[src/rtl/prio_intc_pkg.sv]
package prio_intc_pkg;

  localparam int unsigned PRIO_W = 3;

  typedef logic [PRIO_W-1:0] prio_t;
  typedef logic [PRIO_W:0]   ceil_t;

  localparam int unsigned A_MASK  = 0;
  localparam int unsigned A_MODE  = 1;
  localparam int unsigned A_EOI   = 2;
  localparam int unsigned A_INSVC = 3;
  localparam int unsigned A_PEND  = 4;
  localparam int unsigned A_PRIO0 = 16;

  // Vector type of maskable source idx
  function automatic logic [7:0] src_vector(input logic [7:0] base, input int unsigned idx);
    logic [31:0] wide;
    wide = 32'(idx);
    return base + wide[7:0];
  endfunction

  // Eligibility of a level against the in-service ceiling
  function automatic logic admit(input prio_t lvl, input ceil_t ceiling, input logic sfn);
    ceil_t l;
    l = {1'b0, lvl};
    return (l < ceiling) || (sfn && (l == ceiling));
  endfunction

endpackage

[src/rtl/prio_intc_pick.sv]
module prio_intc_pick
  import prio_intc_pkg::*;
#(
  parameter int unsigned N     = 9,
  parameter int unsigned IDX_W = $clog2(N)
) (
  input  logic [N-1:0]     cand_i,
  input  prio_t            lvl_i [N],
  output logic             found_o,
  output logic [IDX_W-1:0] idx_o,
  output prio_t            lvl_o
);

  always_comb begin
    found_o = 1'b0;
    idx_o   = '0;
    lvl_o   = '1;
    for (int i = 0; i < int'(N); i++) begin
      if (cand_i[i] && (!found_o || (lvl_i[i] < lvl_o))) begin
        found_o = 1'b1;
        idx_o   = IDX_W'(i);
        lvl_o   = lvl_i[i];
      end
    end
  end

  // the pick is a candidate and no candidate is more urgent
  always_comb begin
    p_pick_is_cand_r4: assert (!found_o || cand_i[idx_o]);
    for (int i = 0; i < int'(N); i++) begin
      if (found_o && cand_i[i]) begin
        p_pick_is_best_r4: assert (lvl_o <= lvl_i[i]);
      end
    end
  end

endmodule

[src/rtl/prio_intc_regs.sv]
module prio_intc_regs
  import prio_intc_pkg::*;
#(
  parameter int unsigned N      = 9,
  parameter int unsigned ADDR_W = 5,
  parameter int unsigned DATA_W = 16
) (
  input  logic              clk,
  input  logic              rst_n,
  input  logic              wr_en_i,
  input  logic [ADDR_W-1:0] addr_i,
  input  logic [DATA_W-1:0] wr_data_i,
  input  logic [N-1:0]      pend_i,
  input  logic [N-1:0]      insvc_i,
  output logic [DATA_W-1:0] rd_data_o,
  output logic [N-1:0]      mask_o,
  output logic              sfn_o,
  output prio_t             lvl_o [N],
  output logic              eoi_o
);

  logic unused_wr_bits;
  assign unused_wr_bits = ^wr_data_i;

  logic hit_mask, hit_mode;
  assign hit_mask = wr_en_i && (addr_i == ADDR_W'(A_MASK));
  assign hit_mode = wr_en_i && (addr_i == ADDR_W'(A_MODE));
  assign eoi_o    = wr_en_i && (addr_i == ADDR_W'(A_EOI));

  always_ff @(posedge clk) begin
    if (!rst_n) begin
      mask_o <= '1;
      sfn_o  <= 1'b0;
    end else begin
      if (hit_mask) mask_o <= wr_data_i[N-1:0];
      if (hit_mode) sfn_o  <= wr_data_i[0];
    end
  end

  for (genvar g = 0; g < int'(N); g++) begin : g_lvl
    logic hit_lvl;
    assign hit_lvl = wr_en_i && (addr_i == ADDR_W'(A_PRIO0 + g));
    always_ff @(posedge clk) begin
      if (!rst_n)       lvl_o[g] <= '1;
      else if (hit_lvl) lvl_o[g] <= wr_data_i[PRIO_W-1:0];
    end
  end

  always_comb begin
    rd_data_o = '0;
    if (addr_i == ADDR_W'(A_MASK))  rd_data_o = DATA_W'(mask_o);
    if (addr_i == ADDR_W'(A_MODE))  rd_data_o = DATA_W'(sfn_o);
    if (addr_i == ADDR_W'(A_INSVC)) rd_data_o = DATA_W'(insvc_i);
    if (addr_i == ADDR_W'(A_PEND))  rd_data_o = DATA_W'(pend_i);
    for (int i = 0; i < int'(N); i++) begin
      if (addr_i == ADDR_W'(A_PRIO0 + i)) rd_data_o = DATA_W'(lvl_o[i]);
    end
  end

  // mode write lands on the next cycle
  p_mode_write_r12: assert property (@(posedge clk) disable iff (!rst_n)
    hit_mode |=> (sfn_o == $past(wr_data_i[0])));

  // mask write lands on the next cycle
  p_mask_write_r12: assert property (@(posedge clk) disable iff (!rst_n)
    hit_mask |=> (mask_o == $past(wr_data_i[N-1:0])));

endmodule

[src/rtl/prio_intc_svc.sv]
module prio_intc_svc
  import prio_intc_pkg::*;
#(
  parameter int unsigned N        = 9,
  parameter int unsigned IDX_W    = $clog2(N),
  parameter logic [7:0]  VEC_BASE = 8'd8,
  parameter logic [7:0]  NMI_VEC  = 8'd2,
  parameter logic [7:0]  SPUR_VEC = 8'd7
) (
  input  logic         clk,
  input  logic         rst_n,
  input  logic [N-1:0] req_i,
  input  logic         nmi_i,
  input  logic [N-1:0] mask_i,
  input  logic         sfn_i,
  input  prio_t        lvl_i [N],
  input  logic         ack_i,
  input  logic         eoi_i,
  output logic         irq_o,
  output logic [7:0]   vec_o,
  output logic         vec_valid_o,
  output logic [N-1:0] pend_o,
  output logic [N-1:0] insvc_o
);

  logic [N-1:0] req_d, pend_q, is_q, elig;
  logic         nmi_d, nmi_pend_q;

  // Winner among eligible requests
  logic             win_found;
  logic [IDX_W-1:0] win_idx;
  prio_t            win_lvl;

  // Most urgent in-service source
  logic             top_found;
  logic [IDX_W-1:0] top_idx;
  prio_t            top_lvl;
  ceil_t            ceiling;

  // Named internal events
  logic         ack_nmi, ack_src, ack_spur;
  logic [N-1:0] ack_set, eoi_clr, req_edge;

  assign ceiling  = top_found ? {1'b0, top_lvl} : {1'b1, {PRIO_W{1'b0}}};
  assign req_edge = req_i & ~req_d;

  always_comb begin
    for (int i = 0; i < int'(N); i++) begin
      elig[i] = pend_q[i] && !mask_i[i] && admit(lvl_i[i], ceiling, sfn_i);
    end
  end

  prio_intc_pick #(.N(N), .IDX_W(IDX_W)) u_win (
    .cand_i  (elig),
    .lvl_i   (lvl_i),
    .found_o (win_found),
    .idx_o   (win_idx),
    .lvl_o   (win_lvl)
  );

  prio_intc_pick #(.N(N), .IDX_W(IDX_W)) u_top (
    .cand_i  (is_q),
    .lvl_i   (lvl_i),
    .found_o (top_found),
    .idx_o   (top_idx),
    .lvl_o   (top_lvl)
  );

  assign ack_nmi  = ack_i && nmi_pend_q;
  assign ack_src  = ack_i && !nmi_pend_q && win_found;
  assign ack_spur = ack_i && !nmi_pend_q && !win_found;

  always_comb begin
    ack_set = '0;
    eoi_clr = '0;
    if (ack_src)              ack_set[win_idx] = 1'b1;
    if (eoi_i && top_found)   eoi_clr[top_idx] = 1'b1;
  end

  always_ff @(posedge clk) begin
    if (!rst_n) begin
      req_d       <= '0;
      nmi_d       <= 1'b0;
      pend_q      <= '0;
      nmi_pend_q  <= 1'b0;
      is_q        <= '0;
      irq_o       <= 1'b0;
      vec_o       <= '0;
      vec_valid_o <= 1'b0;
    end else begin
      req_d       <= req_i;
      nmi_d       <= nmi_i;
      pend_q      <= (pend_q & ~ack_set) | req_edge;
      nmi_pend_q  <= (nmi_pend_q && !ack_nmi) || (nmi_i && !nmi_d);
      is_q        <= (is_q & ~eoi_clr) | ack_set;
      irq_o       <= (nmi_pend_q || win_found) && !ack_i;
      vec_valid_o <= ack_i;
      if (ack_nmi)       vec_o <= NMI_VEC;
      else if (ack_src)  vec_o <= src_vector(VEC_BASE, 32'(win_idx));
      else if (ack_spur) vec_o <= SPUR_VEC;
    end
  end

  assign pend_o  = pend_q;
  assign insvc_o = is_q;

  // acknowledged maskable winner becomes in service
  p_ack_sets_is_r6: assert property (@(posedge clk) disable iff (!rst_n)
    ack_src |=> is_q[$past(win_idx)]);

  // NMI acknowledge returns the NMI vector and touches no in-service bit
  p_nmi_vec_r10: assert property (@(posedge clk) disable iff (!rst_n)
    (ack_nmi && !eoi_i) |=> (vec_valid_o && (vec_o == NMI_VEC) && $stable(is_q)));

  // a vector pulse always follows an acknowledge
  p_valid_pulse_r5: assert property (@(posedge clk) disable iff (!rst_n)
    vec_valid_o |-> $past(ack_i));

  // fully nested admits only strictly more urgent levels
  p_fnm_strict_r7: assert property (@(posedge clk) disable iff (!rst_n)
    (win_found && top_found && !sfn_i) |-> (win_lvl < top_lvl));

  // special fully nested never admits a less urgent level
  p_sfnm_limit_r8: assert property (@(posedge clk) disable iff (!rst_n)
    (win_found && top_found && sfn_i) |-> (win_lvl <= top_lvl));

  // end-of-interrupt removes exactly one in-service bit
  p_eoi_one_r9: assert property (@(posedge clk) disable iff (!rst_n)
    (eoi_i && top_found && !ack_i) |=> ($countones(is_q) == $countones($past(is_q)) - 1));

  // spurious acknowledge leaves in-service state alone
  p_spur_stable_r11: assert property (@(posedge clk) disable iff (!rst_n)
    (ack_spur && !eoi_i) |=> ($stable(is_q) && (vec_o == SPUR_VEC)));

endmodule

[src/rtl/prio_intc.sv]
module prio_intc
  import prio_intc_pkg::*;
#(
  parameter int unsigned N_EXT    = 4,
  parameter int unsigned N_TMR    = 3,
  parameter int unsigned N_DMA    = 2,
  parameter int unsigned ADDR_W   = 5,
  parameter int unsigned DATA_W   = 16,
  parameter logic [7:0]  VEC_BASE = 8'd8,
  parameter logic [7:0]  NMI_VEC  = 8'd2,
  parameter logic [7:0]  SPUR_VEC = 8'd7
) (
  input  logic              clk,
  input  logic              rst_n,
  input  logic              nmi_i,
  input  logic [N_EXT-1:0]  ext_req_i,
  input  logic [N_TMR-1:0]  tmr_req_i,
  input  logic [N_DMA-1:0]  dma_req_i,
  input  logic              wr_en_i,
  input  logic [ADDR_W-1:0] addr_i,
  input  logic [DATA_W-1:0] wr_data_i,
  output logic [DATA_W-1:0] rd_data_o,
  output logic              irq_o,
  input  logic              ack_i,
  output logic [7:0]        vec_o,
  output logic              vec_valid_o
);

  localparam int unsigned N_SRC = N_EXT + N_TMR + N_DMA;
  localparam int unsigned IDX_W = $clog2(N_SRC);

  logic [N_SRC-1:0] all_req, mask, pend, insvc;
  logic             sfn, eoi;
  prio_t            lvl [N_SRC];

  assign all_req = {dma_req_i, tmr_req_i, ext_req_i};

  prio_intc_regs #(.N(N_SRC), .ADDR_W(ADDR_W), .DATA_W(DATA_W)) u_regs (
    .clk       (clk),
    .rst_n     (rst_n),
    .wr_en_i   (wr_en_i),
    .addr_i    (addr_i),
    .wr_data_i (wr_data_i),
    .pend_i    (pend),
    .insvc_i   (insvc),
    .rd_data_o (rd_data_o),
    .mask_o    (mask),
    .sfn_o     (sfn),
    .lvl_o     (lvl),
    .eoi_o     (eoi)
  );

  prio_intc_svc #(
    .N(N_SRC), .IDX_W(IDX_W),
    .VEC_BASE(VEC_BASE), .NMI_VEC(NMI_VEC), .SPUR_VEC(SPUR_VEC)
  ) u_svc (
    .clk         (clk),
    .rst_n       (rst_n),
    .req_i       (all_req),
    .nmi_i       (nmi_i),
    .mask_i      (mask),
    .sfn_i       (sfn),
    .lvl_i       (lvl),
    .ack_i       (ack_i),
    .eoi_i       (eoi),
    .irq_o       (irq_o),
    .vec_o       (vec_o),
    .vec_valid_o (vec_valid_o),
    .pend_o      (pend),
    .insvc_o     (insvc)
  );

  // an interrupt request never appears while nothing at all is pending
  p_irq_has_cause_r3: assert property (@(posedge clk) disable iff (!rst_n)
    irq_o |-> $past(pend != '0 || u_svc.nmi_pend_q));

endmodule

[config.mk]
export PLATFORM = sky130hd
export DESIGN_NAME = prio_intc
export DESIGN_NICKNAME = d
export VERILOG_FILES = /design/src/rtl/prio_intc_pkg.sv /design/src/rtl/prio_intc_pick.sv /design/src/rtl/prio_intc_regs.sv /design/src/rtl/prio_intc_svc.sv /design/src/rtl/prio_intc.sv
export SDC_FILE = /design/constraint.sdc
export NUM_CORES = 1
export LEC_CHECK = 0
export ABC_AREA = 1
export BUFFER_PORTS_ARGS = -buffer_cell sky130_fd_sc_hd__buf_2
export CORE_AREA = 8 8 117 119
export DETAILED_ROUTE_END_ITERATION = 16
export DIE_AREA = 0 0 125 127
export GPL_TIMING_DRIVEN = 0
export PLACE_DENSITY = 0.75
export SLEW_MARGIN = 30
export SYNTH_ARGS = -nofsm -noshare
export SYNTH_HDL_FRONTEND = slang
export SYNTH_HIERARCHICAL = 1
export SYNTH_SLANG_ARGS = --single-unit
[constraint.sdc]
create_clock -name clk -period 20.2 [get_ports clk]
set_input_delay 2.02 -clock clk [delete_from_list [all_inputs] [get_ports clk]]
set_output_delay 2.02 -clock clk [all_outputs]
set_load 0.05 [all_outputs]
==> run metrics <==
status=completed; DP Area=about 0.0067 mm²; diode count=0; Initial Util=0.5324; First DRT Iteration DRCs=approximately 350; critical path arrival=roughly 17 ns; Clk network pwr share=0.424; Pint=250.1 µW; total negative slack=0 ns; mapped cell area=roughly 0.0063 mm²; clock-pin slew on the worst setup and hold paths=approximately 0.060 ns; first-pass GRT wire length=approximately 28,000 µm; largest net degree at the start of global routing=14; share of layout cells above drive strength 1=0.1610; grt ovf=0; final worst setup slack=3.510 ns; Vias/cell=about 5.2; H-tree depth=3; synthesized area per cell=6.111 µm²; number of global-route vias before repair=between 5,000 and 6,000; Crit path top cell by count=nand2_1; clock skew=0.004642 ns; GP Congestion=0.9035; Flop pwr share=0.434; critical path fanouts, max=9; most frequent cells in the layout=320 x nand2_1, 142 x inv_1, 116 x nand3_1; worst relative slew slack=0.4804; post-CTS setup buffer count=0; CTS sink count=73; clock tree buffer depth=2; Die X=125 µm; # DRC=0; io pins=between 60 and 70; DR vias=around 6,400; crit path launch=u_regs/lvl_o[23]; Wirelength per Cell=13.54 µm; Setup violations, final=0; die area=0.01588 mm²; Hold Crit Start=u_svc/nmi_d; Req. time, crit path=20.43 ns; design area=around 0.0070 mm²; Cells after Synth=around 1,000; Synth-to-Final Area Change=11.06%; CTS tree=built; Final HPWL DP=~13,000 µm; Hold-fix buffers, CTS=0; final wirelength=between 15,000 and 20,000 µm; Switching Fraction=0.2885; RSZ-0062 raised after global routing=false; Least-Margin Pin Slew=slightly below 0.8 ns; commonest non-fill, non-tap cell in the layout=nand2_1; initial antenna violation count=0; Max VDD drop=~0.061 mV; nature of the critical path endpoint=flip-flop; total track usage=0.2112; Sw Pwr=approximately 100 µW; Critical Path Max Stage Delay=0.55 ns; slowest CP cell=dfxtp_1; pre-CTS setup slack=between 3 and 4 ns; PortBufs=40; clock latency on the worst-skew pair=roughly 0.34 ns; synth warn=6; Core Rows=40; final hold vios=0; Core Area=0.01181 mm²; Final min period=between 15 and 20 ns; nets@finish=around 1,200; origin of the critical flop-to-flop path=u_regs/lvl_o[23]; leak pwr=about 0.0038 µW; cts bufs inserted=9; fmax=between 0.05 and 0.06 GHz; power per cell area=a little over 50 mW/mm²; critical path type=flip-flop to flip-flop; Startpoint Class=flip-flop; Antenna Nets Post-Route=0; combinational power share=0.141; Initial DRT Pass Iterations=8; max-cap check violation count=0; Die Y=127 µm; post-route clock period utilization=0.8262; final slew viol count=0; type of the worst min-delay path=flip-flop to flip-flop; Root Buffer=clkbuf_16; CTS resizes=0
-- area by class of cell --
class	count	area, µm²
sequential	73	1461
buffer	22	143.9
tap	147	183.9
multi-input combinational	782	4108
clock buffer	10	239.0
inverter	160	605.6
timing repair buffer	40	200.2
fill	1199	4827
clock inverter	6	42.54
-- per-layer routing --
metal  vias to the layer above  global-route usage  wire length [µm]
met5                         -                   0                 0
met4                         0             0.08309               395
met3                        32             0.02870               947
met2                       172              0.3698              7739
met1                      2871              0.2573              7713
li1                       3355                   -                 -
-- power groups by stage --
stage          Combinational, µW  Sequential (µW)  Clock (µW)
3_5_place_dp                49.2              156           0
6_report                    49.7              153         149
3_3_place_gp                48.5              156           0
4_1_cts                     49.5              153         152
2_1_floorplan               34.4              157           0
5_1_grt                     54.5              153         157
-- critical path, delay by kind of cell, from the launching register on --
family	cells	cell delay (ns)
AOI/OAI and AO/OA	21	4.57
DFF	1	0.55
adders and majority gates	15	4.50
buffers and inverters	12	0.76
and+or+nand+nor	78	6.20
-- path summary, 6_finish.rpt --
kind	end	slack, ns	depth (start not counted)
worst max-delay path	u_svc/pend_o[0]	3.51	126
worst min-delay path	u_svc/nmi_pend_q	0.43	1
worst max register to register	u_svc/pend_o[0]	3.51	126
worst min register to register	u_svc/nmi_pend_q	0.43	1
-- sequential cells by signal, summed over array words and instances, names as in the netlist --
| signal | count |
|---|---|
| u_svc/req_d | 9 |
| u_svc/nmi_pend_q | 1 |
| u_svc/irq_o | 1 |
| u_svc/nmi_d | 1 |
| u_svc/vec_valid_o | 1 |
| u_regs/sfn_o | 1 |
| u_svc/insvc_o | 9 |
| u_regs/lvl_o | 27 |
| u_svc/pend_o | 9 |
| u_svc/vec_o | 5 |
| u_regs/mask_o | 9 |
-- stage by stage --
step | power (µW) | cells | hold WS, ns | utilization
finish | 351.5 | 1240 | 0.4294 | 0.5913
detailed placement | 205.1 | 1224 | 0.4246 | 0.5675
global route | 365.2 | 1240 | 0.4550 | 0.5913
global placement | 204.2 | 1224 | 0.4182 | 0.5675
CTS | 353.8 | 1240 | 0.4311 | 0.5913
floorplan | 191.7 | 1037 | 0.4079 | -
(Power assumes the default switching activity.)
